`src/rtl/burst_pkg.sv`:
```
package burst_pkg;
  // Strobes from control to datapath
  typedef struct packed {
    logic load;        // capture a new start column
    logic step;        // advance to the next beat
    logic interleave;  // ordering for the burst being loaded
  } ctrlStrobe_t;
endpackage

```
`src/rtl/burst_ctrl.sv`:
```
module burst_ctrl
  import burst_pkg::*;
#(
  parameter int COL_W    = 9,
  parameter int LEN_W    = 3,
  parameter int MAX_LOG2 = 3
) (
  input  logic             clk,
  input  logic             rst_n,
  input  logic             start,
  input  logic [LEN_W-1:0] burstLen,
  input  logic             burstType,
  input  logic             stop,
  output ctrlStrobe_t      strobe,
  output logic [COL_W-1:0] lenMask,
  output logic             valid,
  output logic             last
);
  logic             codeFull;
  logic [COL_W-1:0] codeMask;
  logic             active;
  logic             fullQ;
  logic [COL_W-1:0] remain;
  logic             atEnd;

  // Length decode: all-ones code selects full page, short codes give 2^code,
  // anything else falls back to a single beat.
  always_comb begin
    codeFull = &burstLen;
    codeMask = '0;
    if (codeFull) begin
      codeMask = '1;
    end else if (int'(burstLen) <= MAX_LOG2) begin
      codeMask = (COL_W'(1) << burstLen) - COL_W'(1);
    end
  end

  assign atEnd = ~fullQ && (remain == '0);

  always_ff @(posedge clk or negedge rst_n) begin
    if (!rst_n) begin
      active <= 1'b0;
      fullQ  <= 1'b0;
      remain <= '0;
    end else if (start) begin
      active <= 1'b1;
      fullQ  <= codeFull;
      remain <= codeMask;
    end else if (stop) begin
      active <= 1'b0;
    end else if (active) begin
      if (atEnd) begin
        active <= 1'b0;
      end else if (!fullQ) begin
        remain <= remain - COL_W'(1);
      end
    end
  end

  always_comb begin
    strobe.load       = start;
    strobe.interleave = burstType & ~codeFull;
    strobe.step       = active & ~start & ~stop & ~atEnd;
  end

  assign lenMask = codeMask;
  assign valid   = active;
  assign last    = active & atEnd;
endmodule

```
`src/rtl/burst_dp.sv`:
```
module burst_dp
  import burst_pkg::*;
#(
  parameter int COL_W = 9
) (
  input  logic             clk,
  input  logic             rst_n,
  input  ctrlStrobe_t      strobe,
  input  logic [COL_W-1:0] lenMask,
  input  logic [COL_W-1:0] startCol,
  output logic [COL_W-1:0] colAddr
);
  logic [COL_W-1:0] baseQ;
  logic [COL_W-1:0] maskQ;
  logic             ilvQ;
  logic [COL_W-1:0] idxQ;
  logic [COL_W-1:0] colQ;
  logic [COL_W-1:0] nextIdx;
  logic [COL_W-1:0] nextCol;

  always_comb begin
    nextIdx = idxQ + COL_W'(1);
    if (ilvQ) begin
      nextCol = baseQ ^ (nextIdx & maskQ);
    end else begin
      nextCol = (colQ & ~maskQ) | ((colQ + COL_W'(1)) & maskQ);
    end
  end

  always_ff @(posedge clk or negedge rst_n) begin
    if (!rst_n) begin
      baseQ <= '0;
      maskQ <= '0;
      ilvQ  <= 1'b0;
      idxQ  <= '0;
      colQ  <= '0;
    end else if (strobe.load) begin
      baseQ <= startCol;
      maskQ <= lenMask;
      ilvQ  <= strobe.interleave;
      idxQ  <= '0;
      colQ  <= startCol;
    end else if (strobe.step) begin
      idxQ  <= nextIdx;
      colQ  <= nextCol;
    end
  end

  assign colAddr = colQ;
endmodule

```
`src/rtl/burst_col_gen.sv`:
```
module burst_col_gen
  import burst_pkg::*;
#(
  parameter int COL_W    = 9,
  parameter int LEN_W    = 3,
  parameter int MAX_LOG2 = 3
) (
  input  logic             clk,
  input  logic             rst_n,
  input  logic             start,
  input  logic [COL_W-1:0] startCol,
  input  logic [LEN_W-1:0] burstLen,
  input  logic             burstType,
  input  logic             stop,
  output logic [COL_W-1:0] colAddr,
  output logic             valid,
  output logic             last
);
  ctrlStrobe_t      strobe;
  logic [COL_W-1:0] lenMask;

  burst_ctrl #(.COL_W(COL_W), .LEN_W(LEN_W), .MAX_LOG2(MAX_LOG2)) u_ctrl (
    .clk(clk), .rst_n(rst_n), .start(start), .burstLen(burstLen),
    .burstType(burstType), .stop(stop), .strobe(strobe),
    .lenMask(lenMask), .valid(valid), .last(last)
  );

  burst_dp #(.COL_W(COL_W)) u_dp (
    .clk(clk), .rst_n(rst_n), .strobe(strobe), .lenMask(lenMask),
    .startCol(startCol), .colAddr(colAddr)
  );
endmodule

```
`config.mk`:
```
export PLATFORM = sky130hd
export DESIGN_NAME = burst_col_gen
export DESIGN_NICKNAME = d
export VERILOG_FILES = /design/src/rtl/burst_pkg.sv /design/src/rtl/burst_ctrl.sv /design/src/rtl/burst_dp.sv /design/src/rtl/burst_col_gen.sv
export SDC_FILE = /design/constraint.sdc
export NUM_CORES = 1
export LEC_CHECK = 0
export BUFFER_PORTS_ARGS = -buffer_cell sky130_fd_sc_hd__buf_2
export CORE_MARGIN = 1
export CORE_UTILIZATION = 40
export DETAILED_ROUTE_END_ITERATION = 7
export PLACE_DENSITY = 0.67
export SKIP_CTS_REPAIR_TIMING = 1
export SLEW_MARGIN = 5
export SYNTH_ARGS = -nofsm -noshare
export SYNTH_HDL_FRONTEND = slang
export SYNTH_SLANG_ARGS = --single-unit
```
`constraint.sdc`:
```
create_clock -name clk -period 2.1 [get_ports clk]
set_input_delay 0.42 -clock clk [delete_from_list [all_inputs] [get_ports clk]]
set_output_delay 0.42 -clock clk [all_outputs]
set_load 0.02 [all_outputs]
```
==> Word-level counts from Yosys, hierarchy flattened <==
Cells that the tools add are included.
{ "word_totals": {"in_bits": 17, "ff_bits": 48, "output_inout_bits": 11} }
{ "classes": {"add_sub_neg": 4, "bitwise_logic": 16, "n_eq_ne": 3, "mux": 16, "shift": 1, "order_cmp": 1, "reduce_logical": 6} }
{ "ops": {"columns": ["cell", "n"], "rows": [
  ["9-bit 2-to-1 mux", 12],
  ["9-bit bitwise AND", 3],
  ["9-bit by 1-bit adder with 9-bit output, second input constant", 2],
  ["9-bit zero test", 1],
  ["9-bit inverter", 1],
  ["9-bit OR", 1],
  ["1-bit by 3-bit << shifter with 9-bit output, first input constant", 1],
  ["9-bit by 1-bit subtractor with 9-bit output, second input constant", 1],
  ["9-bit by 2-bit subtractor with 9-bit output, second input constant", 1],
  ["9-bit XOR", 1],
  ["2-bit inequality test, second input constant", 3],
  ["1-bit bitwise AND", 5],
  ["1-bit inverter", 5],
  ["1-bit 2-to-1 mux", 4],
  ["4-bit AND reduction", 1],
  ["2-bit nonzero test", 2],
  ["3-bit by 2-bit less-or-equal comparator with 1-bit output, second input constant", 1],
  ["3-bit AND reduction", 1],
  ["1-bit logical AND", 1]
]} }

==> Longest topological paths before layout <==
{ "logic_depth": {"word_depth": 6, "depth_mapped": 9, "depth_no_buf": 7} }

==> Cells and area by module <==
From an unflattened synthesis, not the netlist that was laid out.
{ "unflattened": {"hier_cells": 306, "hier_area_um2": 2856.5} }
{ "modules_own_cells": {"columns": ["mod", "area_each_um2", "n_inst", "seq_area_each_um2", "cells_per_inst"], "rows": [
  ["burst_dp", 2085.8, 1, 925.9, 223],
  ["burst_ctrl", 770.7, 1, 275.3, 83]
]} }

==> Least setup slack after synthesis <==
No wires, ideal clock.
{ "synth_timing": {"kind": "register -> register", "startpoint": "register u_ctrl.remain[0]", "endpoint": "register u_ctrl.active (netlist: u_ctrl.valid)", "stages_incl_launch_ff": 8, "setup_time_ns": 0.127, "arrival_time_ns": 1.662, "required_time_ns": 1.973, "slack_ns": 0.311, "path_cell_list": "dfrtp_1 inv_1 ha_1 nor4b_2 a31oi_2 buf_6 buf_6 or2_2"} }
{ "synth_between": {"elab_chain_cells": 6} }
{ "synth_lines": {"columns": ["item", "line_no", "source"], "rows": [
  ["start: declaration", "burst_ctrl.sv:23", "logic [COL_W-1:0] remain;"],
  ["start signal: assignment", "burst_ctrl.sv:48", "remain <= codeMask;"],
  ["start signal: assignment", "burst_ctrl.sv:55", "remain <= remain - COL_W'(1);"],
  ["9-bit zero test", "burst_ctrl.sv:38", "assign atEnd = ~fullQ && (remain == '0);"],
  ["1-bit logical AND", "burst_ctrl.sv:38", null],
  ["1-bit 2-to-1 mux", "burst_ctrl.sv:52", "if (atEnd) begin"],
  ["1-bit 2-to-1 mux", "burst_ctrl.sv:51", "end else if (active) begin"],
  ["1-bit 2-to-1 mux", "burst_ctrl.sv:49", "end else if (stop) begin"],
  ["1-bit 2-to-1 mux", "burst_ctrl.sv:45", "end else if (start) begin"],
  ["end signal: assignment", "burst_ctrl.sv:46", "active <= 1'b1;"],
  ["end signal: assignment", "burst_ctrl.sv:50", "active <= 1'b0;"],
  ["end signal: assignment", "burst_ctrl.sv:53", "active <= 1'b0;"],
  ["end: declaration", "burst_ctrl.sv:21", "logic active;"]
]} }
No other way between the ends.
A chain may end at the register's enable or synchronous reset.

==> Worst setup path after layout <==
{ "layout_timing": {"startpoint": "register u_ctrl.remain[1]", "endpoint": "output port last"} }
{ "layout_between": {"elab_chain_cells": 3} }
{ "layout_lines": {"columns": ["item", "line_no", "source"], "rows": [
  ["9-bit zero test", "burst_ctrl.sv:38", null],
  ["1-bit logical AND", "burst_ctrl.sv:38", null],
  ["1-bit bitwise AND", "burst_ctrl.sv:68", "assign last = active & atEnd;"],
  ["end: declaration", "burst_col_gen.sv:17", "output logic last"]
]} }
No other way between the ends.

==> results.cfg <==
[outcome]
status = finished clean

[clock_tree]
cts_tree = built
cts_buffer_depth = 2
clk_pin_slew_worst_paths_ns = 0.08
clock_latency_ns = 0.30
clockRootBuffer = clkbuf_8
htree_levels = 2
cts_sinks = 48
cts_buffers = 5

[floorplanning]
die_area_um2 = 7200
ios = 28
die_h_um = 84.9
dieWidth_um = 84.9
coreArea_um2 = 6490
start_util_pct = 42.3
num_rows = 29

[timing]
hold_viol = 0
min_period_ns = 2.04
fmax_ghz = 0.490
rsz0062_at_grt = yes
tightest_slew_ns = 0.600
period_share_pct = 97.1
fin_skew_ns = 0.00606
maxSlewViolCount = 0
relSlewSlack_pct = 60.0
setup_viol = 0
fin_tns_setup_ns = 0
fin_ws_ns = 0.0610

[yosys]
synthArstFlopShare_pct = 100
netlist_top_cells_area = dfrtp_1, xnor2_1, nand2_1
ys_seq_elements = 48
synth_area_per_cell_um2 = 9.37
yosys_warnings = 0
synth_top_area_share_pct = 43.7
synth_area_leader_cell = dfrtp_1
synth_cell_types = 56
synth_edf_count = 0
syn_area_um2 = 2750
mappedNetlistNets = 313
ys_seq_area_share_pct = 43.7
synth_cells = 293
synth-main-ff-cell = dfrtp_1

[placed_design]
port_buffers = 27
hpwlAfterDp_mm = 4.50
pre_cts_ws_ns = 0.0236
postPlaceCellArea_um2 = 2980
dp.cells = 393
gp_congestion = 0.878

[cells_and_area]
antenna_cells = 0
multi_input_comb_area_um2 = 1410
final_cells = 401
final_cell_mix = dfrtp_1, nand2_1, buf_2
nets = 344
ff_latch_area_um2 = 1200
fill_cells = 621
syn_to_final_growth_pct = 12.7
finish.utilization_pct = 47.7
stdcell_area_um2 = 3100
layout_commonest_cell = dfrtp_1
drive_above_1_share_pct = 20.7

[setup_path]
critPathArrivalTime_ns = 1.62
crit_required_ns = 1.68
cp.depth = 5
reg2reg_slack_ns = 0.09
cp.buffers_inverters = 2
startpoint_type = flip-flop
crit_slowest_cell = dfrtp_1
cp_top_family = simple AND/OR/NAND/NOR gates
reg2regPathDepth = 7
r2r_start = u_ctrl.remain[1]
path_class = flip-flop to output port
path_cells = inv_2 > ha_4 > nor4b_4 > and4_4 > buf_6
end_kind = output port
crit_fanout = 4
max_stage_delay_ns = 0.42

[detailed_routing]
vias_per_cell = 5.49
wire_per_inst_um = 15.4
ant_nets = 0
drc_errors = 0
dr_total_vias = 2201
wirelength_mm = 6.17
drt_pre_antenna_iters = 7
drt_iter0_drc = 94

[hold_path]
hold_class = input port to async pin

[power_and_ir_drop]
power_leakage_nw = 1.32
ir_worst_vdd_v = 0.000336
p_per_area_nw_per_um2 = 714

[global_routing]
grt_usage_pct = 18.9
overflow = 0
grt_pass1_wl_mm = 10.8
grt_max_degree = 28
grt_antenna_before_repair = 0
first_global_vias = 2192

[run]
cap_viol_max_count = 0
==> cells by family after synthesis <==
family / synth area share (%)
flops: 43.7
mux: 5.38
simple gates: 18.3
fa+ha+maj: 1.73
compound gates: 16.6
xor+xnor: 8.29
buf+inv: 5.97
==> worst max-delay path by stage <==
stage	from	endpoint	slack, ns
after floorplan	u_ctrl.remain[0]	u_ctrl.valid	0.31
after CTS	u_ctrl.remain[0]	last	-0.15
after global routing	u_ctrl.remain[1]	flip-flop	-0.06
after detailed placement	u_ctrl.remain[0]	flip-flop	0.02
after global placement	u_ctrl.remain[0]	flip-flop	0.09
final	u_ctrl.remain[1]	last	0.06
==> power by group <==
part	switching, mW	internal [mW]	total [mW]	leakage, nW
clock network	0.297	0.227	0.524	0.0410
registers	0.110	1.01	1.12	0.612
logic	0.314	0.249	0.563	0.670
total	0.721	1.49	2.21	1.32
==> cell type report <==
class	instances	area share (%)
inverter	23	2.79
sequential	48	38.8
multi-input combinational	208	45.6
tap	77	3.11
timing repair buffer	38	7.24
clock inverter	1	0.162
clock buffer	6	2.34
==> layer usage <==
metal	vias to the layer above	GRT usage [%]	wire length, µm
met2	34	31.6	2980
met1	1082	25.8	2970
met5	-	0	0
li1	1080	-	-
met3	5	3.21	180
met4	0	4.31	44
==> per-stage QoR <==
stage,power (mW),hold WS (ns)
after detailed placement,1.67,0.467
after global placement,1.66,0.457
after floorplan,1.51,0.124
after global routing,2.34,0.167
after CTS,2.21,0.137
final,2.21,0.120
==> cells in the mapped netlist (all sizes together), types with 4 or more instances <==
master and n:
o21ai 28, xor2 12, o211ai 5, and3 4
nor3 7, nand2 32, mux2i 8, nand2b 8
xnor2 14, mux2 6, a21oi 6, nand3 8
a2bb2oi 4, inv 22, dfrtp 48, nor2 18
buf 7, clkbuf 7
Note: power is estimated with default switching activity, not from simulation.
